$ cat src/rtl/i2c_am_pkg.sv
package i2c_am_pkg;
  typedef struct packed {
    logic hit;
    logic pend;
  } am_dec_t;
endpackage

$ cat src/rtl/i2c_am_cmp.sv
module i2c_am_cmp
  import i2c_am_pkg::*;
#(
  parameter int W = 8
) (
  input  logic [W-1:0] rx,
  input  logic [W-1:0] own,
  input  logic         mode10,
  input  logic         rep_start,
  input  logic         armed,
  output am_dec_t      dec
);
  localparam int UW = W - 1;

  logic         rd_path;
  logic         lsb_ref;
  logic [UW-1:0] up_rx;
  logic [UW-1:0] up_own;

  assign up_rx   = rx[W-1:1];
  assign up_own  = own[W-1:1];
  assign rd_path = mode10 && rep_start && armed;
  assign lsb_ref = rd_path ? 1'b1 : own[0];

  always_comb begin
    dec = '0;
    if (!mode10) begin
      dec.hit = (up_rx == up_own);
    end else begin
      dec.hit  = (up_rx == up_own) && (rx[0] == lsb_ref);
      dec.pend = dec.hit && !rd_path;
    end
  end
endmodule

$ cat src/rtl/i2c_am_regs.sv
module i2c_am_regs
  import i2c_am_pkg::*;
(
  input  logic    clk,
  input  logic    rst,
  input  logic    byte_vld,
  input  logic    first_byte,
  input  logic    dir_bit,
  input  logic    stop,
  input  logic    rd_set,
  input  am_dec_t dec,
  output logic    aas,
  output logic    dir,
  output logic    sec_pend,
  output logic    rd_armed
);
  always_ff @(posedge clk) begin
    if (rst) begin
      aas      <= 1'b0;
      dir      <= 1'b0;
      sec_pend <= 1'b0;
      rd_armed <= 1'b0;
    end else if (stop) begin
      aas      <= 1'b0;
      sec_pend <= 1'b0;
      rd_armed <= 1'b0;
    end else begin
      if (rd_set) rd_armed <= 1'b1;
      if (byte_vld) begin
        if (first_byte) begin
          aas      <= dec.hit;
          sec_pend <= dec.pend;
          dir      <= dir_bit;
        end else begin
          sec_pend <= 1'b0;
        end
      end
    end
  end
endmodule

$ cat src/rtl/i2c_addr_match.sv
module i2c_addr_match
  import i2c_am_pkg::*;
#(
  parameter int W = 8
) (
  input  logic         clk,
  input  logic         rst,
  input  logic         byte_vld,
  input  logic [W-1:0] rx_byte,
  input  logic         first_byte,
  input  logic         rep_start,
  input  logic         stop,
  input  logic         mode10,
  input  logic [W-1:0] own_addr,
  input  logic         rd_set,
  output logic         aas,
  output logic         dir,
  output logic         sec_pend,
  output logic         rd_armed
);
  am_dec_t dec;

  i2c_am_cmp #(.W(W)) u_cmp (
    .rx        (rx_byte),
    .own       (own_addr),
    .mode10    (mode10),
    .rep_start (rep_start),
    .armed     (rd_armed),
    .dec       (dec)
  );

  i2c_am_regs u_regs (
    .clk        (clk),
    .rst        (rst),
    .byte_vld   (byte_vld),
    .first_byte (first_byte),
    .dir_bit    (rx_byte[0]),
    .stop       (stop),
    .rd_set     (rd_set),
    .dec        (dec),
    .aas        (aas),
    .dir        (dir),
    .sec_pend   (sec_pend),
    .rd_armed   (rd_armed)
  );
endmodule

$ cat config.mk
export PLATFORM = sky130hd
export DESIGN_NAME = i2c_addr_match
export DESIGN_NICKNAME = d
export VERILOG_FILES = /design/src/rtl/i2c_am_pkg.sv /design/src/rtl/i2c_am_cmp.sv /design/src/rtl/i2c_am_regs.sv /design/src/rtl/i2c_addr_match.sv
export SDC_FILE = /design/constraint.sdc
export NUM_CORES = 1
export LEC_CHECK = 0
export BUFFER_PORTS_ARGS = -buffer_cell sky130_fd_sc_hd__clkbuf_2
export CELL_PAD_IN_SITES_DETAIL_PLACEMENT = 1
export CELL_PAD_IN_SITES_GLOBAL_PLACEMENT = 2
export CORE_UTILIZATION = 15
export CTS_CLUSTER_SIZE = 20
export DETAILED_ROUTE_END_ITERATION = 10
export HOLD_SLACK_MARGIN = 0.15
export PLACE_DENSITY = 0.84
export RECOVER_POWER = 25
export SYNTH_ARGS = -nofsm -noshare
export SYNTH_HDL_FRONTEND = slang
export SYNTH_SLANG_ARGS = --single-unit
export TNS_END_PERCENT = 5
$ cat constraint.sdc
create_clock -name clk -period 1.37 [get_ports clk]
set_clock_uncertainty 0.2 [all_clocks]
set_input_delay 0.137 -clock clk [delete_from_list [all_inputs] [get_ports clk]]
set_output_delay 0.137 -clock clk [all_outputs]
set_load 0.01 [all_outputs]
==> impl_results.md, run 1 <==
* Worst Max-Slew Pin Slew at 0.291 ns
* Wire per inst at 10.0 µm
* Total global-route track usage at 10.5%
* Syn. warnings at 0
* Pint at 270 µW
* # hold bufs at CTS at 2
* Synthesized flop and latch total at 4
* Post-synthesis mux area share at 3.74%
* Setup_tns at 0 ns
* Met2 usage at 16.5%
* Worst R2R Setup Slack at 0.02 ns
* CP Capture Type: register
* Failing checks: negative hold slack
* Compound-gate portion of the synthesized area at 15.0%
* Initial Util at 16.8%
* Nets@finish at 91
* Largest family of logic cells by synthesized area: XOR/XNOR gates
* Pwr per Cell Area at 743 mW/mm²
* Post-Synthesis Cells at 30
* FF-to-FF End: u_regs.sec_pend$_SDFFE_PP0P_
* R2r worst-path depth at 2
* Total Power at 367 µW
* FILL cells at 208
* Synth area leader: dfxtp_1
* Synth area leaders: dfxtp_1 (30%), xor2_1 (23%), xnor2_1 (6.5%)
* Crit path time final at 1.35 ns
* Met3 usage at 3.67%
* Synth Area in Simple Gates at 22.0%
* Fin worst setup slack at 0.0219 ns
* Via count at 359
* Final ANT Viol Nets at 0
* Initial antenna violation count at 0
* Gpl congestion at 0.619
* Met1 usage at 11.9%
* TritonCTS clock tree: done
* Vias per inst at 4.03
* Number of synthesized flops with an enable pin at 0
* Adder-cell share of the synthesized area at 0%
* Register area share after synthesis at 29.9%
* Final-report setup violation count at 0
* Required time worst endpoint at 1.29 ns
* Hold violation count in the final report at 1
* Unrepaired setup endpoints after global routing: no
* Max-cap violation count at 0
* Most frequent cells after synthesis: xor2_1 (7), dfxtp_1 (4), nand2_1 (4)
* Pin count of the biggest net entering global routing at 5
* Die width at 44.3 µm
* Detailed placer's ending HPWL at 781 µm
* R2R Path Start: u_regs.sec_pend$_SDFFE_PP0P_
* Critical path type: register to register
* Clock power share at 42.6%
* Die Y at 44.3 µm
* Avg Cell Area, Syn at 8.93 µm²
* Placeable Area at 0.00159 mm²
* First-pass GRT wire length at 1.47 mm
* CTS Root Cell: clkbuf_4
* Grt total ovfl at 0
* Antenna cells at 0
* Hold_sp: rx_byte[0]
* Syn Nets at 54
* DRT iter0 DRCs at 6
* Hold path depth at 3
* Vias in the first global route at 335
* Yosys cell types at 14
* XOR/XNOR Fraction of Synth Area at 29.4%
* Leak at 0.242 nW
* Max VDD drop at 0.000234 V
* H-tree depth at 1
* Sw Ratio at 26.6%
* Layout cells sized above 1 at 53.8%
* Synth Cell Area at 268 µm²
* Flop pwr share at 33.1%
* Clock net sink count at 4
* Pre-CTS setup slack at -0.0615 ns
* Router iterations before antenna repair at 6
* Post-route DRC violation count at 0
* Routed WL at 892 µm
* Share of the synthesized area in the top cell type at 29.9%
* Hold Worst Slack at -0.00183 ns
* Final period utilization at 98.4%
* Sw Pwr at 97.6 µW
* Clk_lat worst skew at 0.24 ns
* Hold Crit Endpoint: u_regs.dir$_SDFFE_PP0P_
* Gr busiest metal: met2
* Critical path data arrival time at 1.27 ns
* Bufs on Longest Clock Path at 2
* Layout area overhead at 84.6%
* Site Rows at 14
* Async SR Flop Fraction at 0%
* Max Clk Rate at 742 MHz
* Die footprint at 0.00196 mm²
* Crit start category: register
* Setup Buffers After CTS at 0
* Clock-pin slew on the worst setup and hold paths at 0.04 ns
* Slew Limit Fails at 0
* Ports at 28
* PortBufs at 27
* Worst Path Max Fanout at 2
* Count leader, synth: xor2_1
* Headroom to the max-slew limit at 80.4%
* HP Class: primary input to register
* TritonCTS buffer count at 3
* Logic gate share of total power at 24.4%
* Most common flop cell mapped by yosys: dfxtp_1
* Status: finished with violations
-- flip-flops by register name, summed over array words and instances, names as in the netlist --
register	cells
u_regs.aas	1
u_regs.dir	1
u_regs.rd_armed	1
u_regs.sec_pend	1
-- final cells by class --
cell class / instances / area, µm² / share of cell area [%]
Tap cell: 24 / 30.0 / 6.08
Multi-Input combinational cell: 26 / 188 / 38.0
Sequential cell: 4 / 80.1 / 16.2
Timing Repair Buffer: 32 / 174 / 35.2
Clock buffer: 3 / 22.5 / 4.56
-- per-stage QoR --
stage / utilization, % / cell area (µm²) / hold WS (ns) / cells
2_1_floorplan: - / 268 / 0.00938 / 30
3_3_place_gp: 28.6 / 455 / 0.200 / 84
3_5_place_dp: 28.6 / 455 / 0.201 / 84
4_1_cts: 31.2 / 498 / -0.00696 / 89
5_1_grt: 31.0 / 494 / 0.0116 / 89
6_report: 31.0 / 494 / -0.00183 / 89
-- cell families after synthesis --
kind of cell,count (synthesis)
XOR/XNOR,9
multiplexers,1
AO/OA/AOI/OAI,4
AND/OR/NAND/NOR,12
flip-flops,4
-- power by group through the flow --
| stage | Clock [mW] | Sequential, mW | Combinational (mW) |
|---|---|---|---|
| after floorplan | 0 | 0.124 | 0.0300 |
| after global placement | 0 | 0.123 | 0.0863 |
| after detailed placement | 0 | 0.123 | 0.0875 |
| after CTS | 0.163 | 0.121 | 0.0925 |
| after global routing | 0.170 | 0.122 | 0.100 |
| final | 0.156 | 0.121 | 0.0894 |
-- routing by layer --
layer,routed length (µm),up-vias
li1,-,178
met1,399,171
met2,433,10
met3,59,0
met4,0,0
met5,0,-
-- worst max-delay path, stage by stage (launching register included) --
cell	delay, ns
dfxtp_1	0.34
or4b_2	0.61
o41ai_2	0.08
-- layout by cell type (no fill, tap or decap), drive strengths merged, types with 2 or more instances in the layout --
cell / instances
nor4: 2
xnor2: 2
dlygate4sd3: 2
buf: 2
clkbuf: 31
a21oi: 2
xor2: 7
nor2: 3
nand2: 4
dfxtp: 4
-- how the worst max path moves through the flow --
stage          cells after the start                           end  slack [ns]                    startpoint
3_5_place_dp                       5  u_regs.sec_pend$_SDFFE_PP0P_       -0.06                   own_addr[3]
5_1_grt                            2  u_regs.sec_pend$_SDFFE_PP0P_       0.007  u_regs.sec_pend$_SDFFE_PP0P_
4_1_cts                            2  u_regs.sec_pend$_SDFFE_PP0P_        0.03  u_regs.sec_pend$_SDFFE_PP0P_
6_report                           2  u_regs.sec_pend$_SDFFE_PP0P_        0.02  u_regs.sec_pend$_SDFFE_PP0P_
2_1_floorplan                      2  u_regs.sec_pend$_SDFFE_PP0P_        0.07  u_regs.sec_pend$_SDFFE_PP0P_
3_3_place_gp                       5  u_regs.sec_pend$_SDFFE_PP0P_     -0.0004                   own_addr[3]
-- repair_timing --
action / in CTS / in global routing
gates resized for setup: 0 / 0
endpoints found under the hold margin: 4 / 4
setup endpoints to repair: 0 / 0
Power figures use the tool's default switching activity.
==> inputs of run 2 (changes only) <==
--- a/config.mk
+++ b/config.mk
@@ -12,6 +12,7 @@
 export CTS_CLUSTER_SIZE = 20
 export DETAILED_ROUTE_END_ITERATION = 10
 export HOLD_SLACK_MARGIN = 0.15
+export MAX_ROUTING_LAYER = met4
 export PLACE_DENSITY = 0.84
 export RECOVER_POWER = 25
 export SYNTH_ARGS = -nofsm -noshare
==> constraint.sdc (replaced) <==
create_clock -name clk -period 1.37 [get_ports clk]
set_clock_uncertainty 0.2 [all_clocks]
set_input_delay 0.137 -clock clk [delete_from_list [all_inputs] [get_ports clk]]
set_output_delay 0.137 -clock clk [all_outputs]
set_load 0.05 [all_outputs]
==> impl_results.md, run 2 (synthesis results as in run 1) <==
* Status: finished with violations (unchanged)
* Failing checks: negative hold slack (unchanged)
* HP Class: primary input to register (unchanged)
* Clock-pin slew on the worst setup and hold paths at 0.04 ns (about the same)
* Site Rows at 14 (unchanged)
* Total Power at 370 µW (was 367 µW)
* Nets@finish at 91 (unchanged)
* Max-cap violation count at 0 (unchanged)
* TritonCTS buffer count at 3 (unchanged)
* Wire length on met2 at 432 µm (was 433 µm)
* Detailed placer's ending HPWL at 764 µm (was 781 µm)
* Die Y at 44.3 µm (unchanged)
* Leak at 0.248 nW (was 0.242 nW)
* Required time worst endpoint at 1.31 ns (was 1.29 ns)
* Hold Worst Slack at -0.0132 ns (was -0.00183 ns)
* Post-Place Cells at 84 (unchanged)
* Routed WL at 885 µm (was 892 µm)
* PortBufs at 27 (unchanged)
* Crit start category: register (unchanged)
* Unrepaired setup endpoints after global routing: no (unchanged)
* First-pass GRT wire length at 1.66 mm (was 1.47 mm)
* Layout cells sized above 1 at 60.0% (was 53.8%)
* Worst Path Max Fanout at 2 (unchanged)
* Die footprint at 0.00196 mm² (unchanged)
* Fin worst setup slack at 0.0737 ns (was 0.0219 ns)
* Final ANT Viol Nets at 0 (unchanged)
* Router iterations before antenna repair at 2 (was 6)
* Clock net sink count at 4 (unchanged)
* Most frequent cells in the layout: clkbuf_2 (27), xor2_1 (7), nand2_1 (4), clkbuf_4 (4), nor2_1 (3) (was clkbuf_2 (27), xor2_1 (7), nand2_1 (4), dfxtp_1 (4))
* Antenna cells at 0 (unchanged)
* # hold bufs at CTS at 3 (was 2)
* Initial Util at 16.8% (unchanged)
* Max Clk Rate at 771 MHz (was 742 MHz)
* Die width at 44.3 µm (unchanged)
* CTS Root Cell: clkbuf_4 (unchanged)
* TritonCTS clock tree: done (unchanged)
* Pre-CTS setup slack at -0.0131 ns (was -0.0615 ns)
* H-tree depth at 1 (unchanged)
* Fin area at 507 µm² (was 494 µm²)
* CP Capture Type: register (unchanged)
* Wire per inst at 9.94 µm (was 10.0 µm)
* Met3 wire len at 67 µm (was 59 µm)
* Via count at 351 (was 359)
* Gpl congestion at 0.705 (was 0.619)
* Placement Cell Area at 464 µm² (was 455 µm²)
* Clk_lat worst skew at 0.24 ns (about the same)
* Worst Max-Slew Pin Slew at 0.280 ns (was 0.291 ns)
* Post-route DRC violation count at 0 (unchanged)
* # resized after CTS at 0 (unchanged)
* Pwr per Cell Area at 730 mW/mm² (was 743 mW/mm²)
* Commonest non-fill, non-tap cell in the layout: clkbuf_2 (unchanged)
* Initial antenna violation count at 0 (unchanged)
* Critical path type: register to register (unchanged)
* Critical path data arrival time at 1.23 ns (was 1.27 ns)
* Final-report setup violation count at 0 (unchanged)
* Bufs on Longest Clock Path at 2 (unchanged)
* Highest metal layer with signal wires: met4 (was met3)
* Final period utilization at 94.6% (was 98.4%)
* Ports at 28 (unchanged)
* Hold violation count in the final report at 2 (was 1)
* Setup_tns at 0 ns (unchanged)
* Max VDD drop at 0.000394 V (was 0.000234 V)
* Layout area overhead at 89.3% (was 84.6%)
* FILL cells at 208 (unchanged)
* DRT iter0 DRCs at 1 (was 6)
* Placeable Area at 0.00159 mm² (unchanged)
* DRT met1 WL at 368 µm (was 399 µm)
* Total global-route track usage at 12.2% (was 10.5%)
* Pin count of the biggest net entering global routing at 5 (unchanged)
* Vias per inst at 3.94 (was 4.03)
* Headroom to the max-slew limit at 81.4% (was 80.4%)
* Final Util at 31.8% (was 31.0%)
* Final Non-Filler Cells at 89 (unchanged)
* Grt total ovfl at 0 (unchanged)
* Vias in the first global route at 387 (was 335)
* Slew Limit Fails at 0 (unchanged)
* Crit path time final at 1.30 ns (was 1.35 ns)
[run 2: layout make-up]
type | count | area, µm² | area share [%]
multi-input cells | 26 | 188 | 37.0
clock buffers | 3 | 22.5 | 4.44
repair buffers | 32 | 178 | 35.1
well taps | 24 | 30.0 | 5.93
flip-flops and latches | 4 | 88.8 | 17.5
[run 2: critical path: stages, from the launching register on]
cell and delay (ns):
dfxtp_4 0.33, or4b_2 0.59, o41ai_2 0.07
[run 2: worst paths after layout]
check                               start                            to  slack (ns)  cells past startpoint
min reg2reg       u_regs.dir$_SDFFE_PP0P_       u_regs.dir$_SDFFE_PP0P_        0.29                      2
max          u_regs.sec_pend$_SDFFE_PP0P_  u_regs.sec_pend$_SDFFE_PP0P_        0.07                      2
max reg2reg  u_regs.sec_pend$_SDFFE_PP0P_  u_regs.sec_pend$_SDFFE_PP0P_        0.07                      2
min                              byte_vld  u_regs.sec_pend$_SDFFE_PP0P_       -0.01                      3
[run 2: report_power, final]
group          switching, mW  total [mW]  internal, mW
Sequential           0.00202       0.119         0.117
Combinational         0.0448      0.0976        0.0527
Clock                 0.0551       0.153        0.0984
[run 2: repair_timing]
item	in CTS	in global routing
endpoints found under the setup margin	0	2
setup buffers	0	0
endpoints found under the hold margin	4	4
[run 2: metal layers]
metal  global-route usage (%)  vias to the layer above
li1                         -                      180
met1                     13.6                      157
met2                     17.9                       11
met3                     6.53                        3
met5                        -                        -
met4                     5.45                        0
